--- src/rtl/nmi_pkg.sv ---
// Package: shared constants for the NMI source controller.
// Assumes exactly two sources; index 0 is system error, index 1 is channel check.
package nmi_pkg;
    localparam int NMI_NSRC      = 2;
    localparam int NMI_DW        = 8;
    localparam int NMI_AW        = 8;
    localparam logic [NMI_AW-1:0] STAT_ADDR = 8'h61;
    localparam logic [NMI_AW-1:0] GATE_ADDR = 8'h70;
    localparam int GATE_BIT      = 7;
    localparam logic [NMI_DW-1:0] GATE_RESET = 8'h80;

    typedef enum int { SRC_SYSERR = 0, SRC_CHANCHK = 1 } nmi_src_e;

    // Read-only flag position in the status register for source i.
    function automatic int flag_pos(input int i);
        return 7 - i;
    endfunction

    // Active-low arm (disable) position in the status register for source i.
    function automatic int dis_pos(input int i);
        return 2 + i;
    endfunction
endpackage

--- src/rtl/nmi_sync.sv ---
// Module: two-flop synchronizer bank for active-low asynchronous requests.
// Produces an active-high "request present" per bit. Assumes the inputs idle high,
// so the stages reset to 1 to avoid a false request out of reset.
module nmi_sync #(
    parameter int W = 2
) (
    input  logic         clk,
    input  logic         rst_n,
    input  logic [W-1:0] req_n,
    output logic [W-1:0] req_act
);
    logic [W-1:0] stg1_q;
    logic [W-1:0] stg2_q;

    // Shift the raw inputs through two capture stages.
    always_ff @(posedge clk) begin
        if (!rst_n) begin
            stg1_q <= '1;
            stg2_q <= '1;
        end else begin
            stg1_q <= req_n;
            stg2_q <= stg1_q;
        end
    end

    // Convert the synchronized low level to an active-high request.
    assign req_act = ~stg2_q;
endmodule

--- src/rtl/nmi_detect.sv ---
// Module: sticky detect flop for one NMI source.
// Sets on a synchronized request while armed. While disarmed, the flop is cleared and held clear.
// Assumes req_act is already synchronous to clk.
module nmi_detect (
    input  logic clk,
    input  logic rst_n,
    input  logic disarm,
    input  logic req_act,
    output logic flag
);
    logic flag_q;

    // Disarm wins; otherwise a request sets the flag and it holds.
    always_ff @(posedge clk) begin
        if (!rst_n)       flag_q <= 1'b0;
        else if (disarm)  flag_q <= 1'b0;
        else if (req_act) flag_q <= 1'b1;
    end

    assign flag = flag_q;
endmodule

--- src/rtl/nmi_regfile.sv ---
// Module: I/O register file for the NMI controller.
// Decodes the status/control and gate/index addresses, stores the per-source disarm bits
// and the gate register, and returns read data combinationally. Writes are single-cycle strobes.
module nmi_regfile
    import nmi_pkg::*;
#(
    parameter int AW   = NMI_AW,
    parameter int DW   = NMI_DW,
    parameter int NSRC = NMI_NSRC
) (
    input  logic            clk,
    input  logic            rst_n,
    input  logic [AW-1:0]   bus_addr,
    input  logic            bus_wr,
    input  logic [DW-1:0]   bus_wdata,
    input  logic [NSRC-1:0] flags,
    output logic [NSRC-1:0] src_dis,
    output logic            gate_off,
    output logic [DW-1:0]   bus_rdata
);
    logic           wr_stat;
    logic           wr_gate;
    logic [DW-1:0]  gate_q;
    logic [NSRC-1:0] dis_q;

    // Decode the two write targets.
    assign wr_stat = bus_wr && (bus_addr == STAT_ADDR);
    assign wr_gate = bus_wr && (bus_addr == GATE_ADDR);

    // One disarm bit per source, reset to disarmed.
    for (genvar i = 0; i < NSRC; i++) begin : g_dis
        always_ff @(posedge clk) begin
            if (!rst_n)       dis_q[i] <= 1'b1;
            else if (wr_stat) dis_q[i] <= bus_wdata[dis_pos(i)];
        end
    end

    // Gate register: bit 7 is the master disable, the rest is a stored index.
    always_ff @(posedge clk) begin
        if (!rst_n)       gate_q <= GATE_RESET;
        else if (wr_gate) gate_q <= bus_wdata;
    end

    assign src_dis  = dis_q;
    assign gate_off = gate_q[GATE_BIT];

    // Combinational read mux; unmapped addresses and bits return 0.
    always_comb begin
        bus_rdata = '0;
        if (bus_addr == STAT_ADDR) begin
            for (int i = 0; i < NSRC; i++) begin
                bus_rdata[flag_pos(i)] = flags[i];
                bus_rdata[dis_pos(i)]  = dis_q[i];
            end
        end else if (bus_addr == GATE_ADDR) begin
            bus_rdata = gate_q;
        end
    end
endmodule

--- src/rtl/nmi_ctrl.sv ---
// Module: top level of the NMI source controller.
// Synchronizes the two active-low error inputs, latches each in a sticky detect flop,
// and drives a level NMI equal to the OR of the flags, gated by the master disable.
// Assumes a single clock domain for the bus; error inputs may be asynchronous.
module nmi_ctrl
    import nmi_pkg::*;
(
    input  logic              clk,
    input  logic              rst_n,
    input  logic              sys_err_n,
    input  logic              chan_chk_n,
    input  logic [NMI_AW-1:0] bus_addr,
    input  logic              bus_wr,
    input  logic [NMI_DW-1:0] bus_wdata,
    output logic [NMI_DW-1:0] bus_rdata,
    output logic              nmi_out
);
    logic [NMI_NSRC-1:0] src_raw_n;
    logic [NMI_NSRC-1:0] src_act;
    logic [NMI_NSRC-1:0] src_dis;
    logic [NMI_NSRC-1:0] flag_q;
    logic                gate_off;

    // Gather the source inputs in source-index order.
    assign src_raw_n[SRC_SYSERR]  = sys_err_n;
    assign src_raw_n[SRC_CHANCHK] = chan_chk_n;

    nmi_sync #(.W(NMI_NSRC)) u_sync (
        .clk     (clk),
        .rst_n   (rst_n),
        .req_n   (src_raw_n),
        .req_act (src_act)
    );

    for (genvar i = 0; i < NMI_NSRC; i++) begin : g_src
        nmi_detect u_det (
            .clk     (clk),
            .rst_n   (rst_n),
            .disarm  (src_dis[i]),
            .req_act (src_act[i]),
            .flag    (flag_q[i])
        );
    end

    nmi_regfile #(.AW(NMI_AW), .DW(NMI_DW), .NSRC(NMI_NSRC)) u_regs (
        .clk       (clk),
        .rst_n     (rst_n),
        .bus_addr  (bus_addr),
        .bus_wr    (bus_wr),
        .bus_wdata (bus_wdata),
        .flags     (flag_q),
        .src_dis   (src_dis),
        .gate_off  (gate_off),
        .bus_rdata (bus_rdata)
    );

    // Level NMI: any pending flag while the master gate is open.
    assign nmi_out = !gate_off && (|flag_q);
endmodule

--- config.mk ---
export PLATFORM = sky130hd
export DESIGN_NAME = nmi_ctrl
export DESIGN_NICKNAME = d
export VERILOG_FILES = /design/src/rtl/nmi_pkg.sv /design/src/rtl/nmi_sync.sv /design/src/rtl/nmi_detect.sv /design/src/rtl/nmi_regfile.sv /design/src/rtl/nmi_ctrl.sv
export SDC_FILE = /design/constraint.sdc
export NUM_CORES = 1
export LEC_CHECK = 0
export BUFFER_PORTS_ARGS = -buffer_cell sky130_fd_sc_hd__buf_4
export CORE_UTILIZATION = 34
export CTS_CLUSTER_SIZE = 24
export DETAILED_ROUTE_END_ITERATION = 7
export PLACE_DENSITY = 0.68
export SKIP_CTS_REPAIR_TIMING = 1
export SYNTH_ARGS = -nofsm -noshare
export SYNTH_HDL_FRONTEND = slang
export SYNTH_HIERARCHICAL = 1
export SYNTH_SLANG_ARGS = --single-unit
--- constraint.sdc ---
create_clock -name clk -period 1.7 [get_ports clk]
set_input_delay 0.085 -clock clk [delete_from_list [all_inputs] [get_ports clk]]
set_output_delay 0.085 -clock clk [all_outputs]
set_load 0.01 [all_outputs]
==> flow_summary.json <==
{
  "status": "completed",
  "yosysUniqueCellTypes": 21,
  "setup_violations": 0,
  "post_dp_cell_area_um2": 982.2,
  "fin_ws_ns": 0.3987,
  "post-route-drc-count": 0,
  "hpwl_mm": 1.190,
  "synth_most_common_cell": "dfxtp_1",
  "synth_area_leaders": "dfxtp_1 43%, mux2i_1 9.5%, nand2_1 7.1%",
  "slew_headroom": 0.7145,
  "hold_start": "bus_wdata[0]",
  "fin_setup_tns_ns": 0,
  "period_share": 0.7655,
  "grt_max_degree": 24,
  "fillers": 205,
  "io_buffers": 29,
  "cts_max_level": 1,
  "path_clk_slew_ns": 0.09,
  "cp.arrival_ns": 1.22,
  "wl_met2_um": 765,
  "start_util": 0.3694,
  "cp-endpoint": "bus_rdata[6]",
  "grt_overflow_total": 0,
  "dpl.cell_count": 133,
  "die_width_um": 48.64,
  "final_core_util": 0.5188,
  "syn_inst": 79,
  "cts_root_buf": "clkbuf_4",
  "reg2reg_to": "u_regs/src_dis[1]",
  "design_area_um2": 1039,
  "numCtsBuffers": 3,
  "synth_edf_count": 0,
  "ys_seq_elements": 16,
  "route.vias.total": 670,
  "p_leak_nw": 0.4893,
  "drive_gt1_frac": 0.3929,
  "path_class": "in -> out",
  "die_h_um": 48.64,
  "ff2ff_setup_slack_ns": 1.04,
  "ir_drop_mv": 0.3804,
  "routedWlPerCell_um": 11.24,
  "worst_pin_slew_ns": 0.4283,
  "yosys.area.top_type_share": 0.4332,
  "syn2layout_area_growth_pct": 40.44,
  "ys.flop_type": "dfxtp_1",
  "hold_viol_final": 0,
  "wl_mm": 1.562,
  "fin_cells": 139,
  "cp_max_fo": 4,
  "skew_ns": 0.0006033,
  "min_path_type": "in -> reg",
  "drtAntennaViolNets": 0,
  "n_antenna_cell": 0,
  "slew_violations": 0,
  "ys_async_sr_fraction": 0,
  "gp_congestion": 0.7502,
  "syn-cell-area_um2": 739.5,
  "antenna_found_initial": 0,
  "ys_seq_area_frac": 0.4332,
  "p_per_area_nw_per_um2": 672.1,
  "cap_violations": 0,
  "yosysWarnings": 6,
  "critical_path.startpoint": "bus_addr[3]",
  "met1_length_um": 715,
  "synth_area_per_cell_um2": 9.360,
  "cp-end-kind": "primary output",
  "grt_pass1_vias": 655,
  "drtIter0Drc": 14,
  "top_layer": "met4",
  "ys_top_cells_by_count": "16 x dfxtp_1, 14 x nand2_1, 7 x mux2i_1",
  "grt_pass1_wl_mm": 2.656,
  "clk_path_buf_depth": 2,
  "core-area_um2": 2002,
  "io-pin-count": 30,
  "dr.pass1.iters": 3,
  "rows": 16,
  "worst_hold_slack_ns": 0.05775,
  "r2r_cells": 2,
  "startpoint_type": "input port",
  "synth.largest_area_cell": "dfxtp_1",
  "power_mw": 0.6980,
  "cts_tree": "done",
  "fin_crit_ns": 1.301,
  "wl_met3_um": 53,
  "vias_per_cell": 4.820,
  "grtUsageTotal": 0.1432,
  "synth_fp_nets": 100,
  "place_ws_ns": 0.2976,
  "fin_nets": 134,
  "r2r-start": "u_regs/src_dis[1]",
  "clk_latency_ns": 0.27,
  "clkSinkCount": 16,
  "crit_required_ns": 1.62,
  "rsz0062_at_grt": "no",
  "dieArea_um2": 2365,
  "fmax_mhz": 768.4
}
[metal layers]
layer / vias to the layer above / global-route usage
met4: 0 / 0.05882
met5: - / 0
met1: 312 / 0.1657
li1: 340 / -
met3: 2 / 0.01887
met2: 16 / 0.2616
[where the power goes]
group	switching (mW)	internal, mW	total [mW]	leakage, nW
clock	0.112	0.130	0.242	0.0210
combinational	0.0298	0.0456	0.0754	0.338
sequential	0.00105	0.379	0.380	0.130
total	0.143	0.555	0.698	0.489
[cell families (layout without fill, tap and decap cells)]
family | after synthesis | in the layout | synth area share
DFF | 16 | 16 | 0.4332
AOI/OAI and AO/OA | 8 | 8 | 0.08460
and+or+nand+nor | 39 | 39 | 0.3299
muxes | 7 | 7 | 0.09476
buffers and inverters | 9 | 42 | 0.05752
[cell usage in the layout (no fill, tap or decap)]
master	n
a22oi_1	4
nor2_1	6
nor4b_4	1
nor3b_2	2
and3_2	5
nor4bb_1	1
clkbuf_8	1
buf_4	31
nand4_1	3
dlygate4sd3_1	2
and4bb_1	1
or4b_2	1
o211ai_1	3
o21ba_1	1
dfxtp_1	16
mux2i_1	7
nand2_1	14
and3_1	1
nand2b_1	4
clkbuf_4	3
inv_1	5
[state kept, by name, indices dropped and copies added (netlist names)]
name	count
u_sync/stg1_q	2
u_regs/gate_q	8
u_regs/src_dis	2
g_src.u_det/flag	2
u_sync/stg2_q	2
[critical path, stage by stage]
cell and delay (ns):
buf_4 0.12, or4b_2 0.73, nor2_1 0.15, buf_4 0.13
[cell type report]
type	count	area, um2	share of cell area
inverter	5	18.77	0.01807
timing repair buffer	33	252.7	0.2434
multi-input combinational	54	376.6	0.3626
sequential	16	320.3	0.3084
tap	27	33.78	0.03253
clock buffer	4	36.28	0.03494
[worst min path at each step]
stage | to | slack (ns) | cells past startpoint
2_1_floorplan | u_sync/stg1_q[0] | 0.16 | 1
3_3_place_gp | u_sync/stg1_q[0] | 0.27 | 2
3_5_place_dp | u_sync/stg1_q[0] | 0.27 | 2
4_1_cts | u_sync/stg1_q[0] | -0.02 | 2
5_1_grt | u_regs/gate_q[4] | 0.05 | 3
6_report | u_regs/gate_q[0] | 0.06 | 3
No activity file was read; power rests on OpenSTA's default activity.
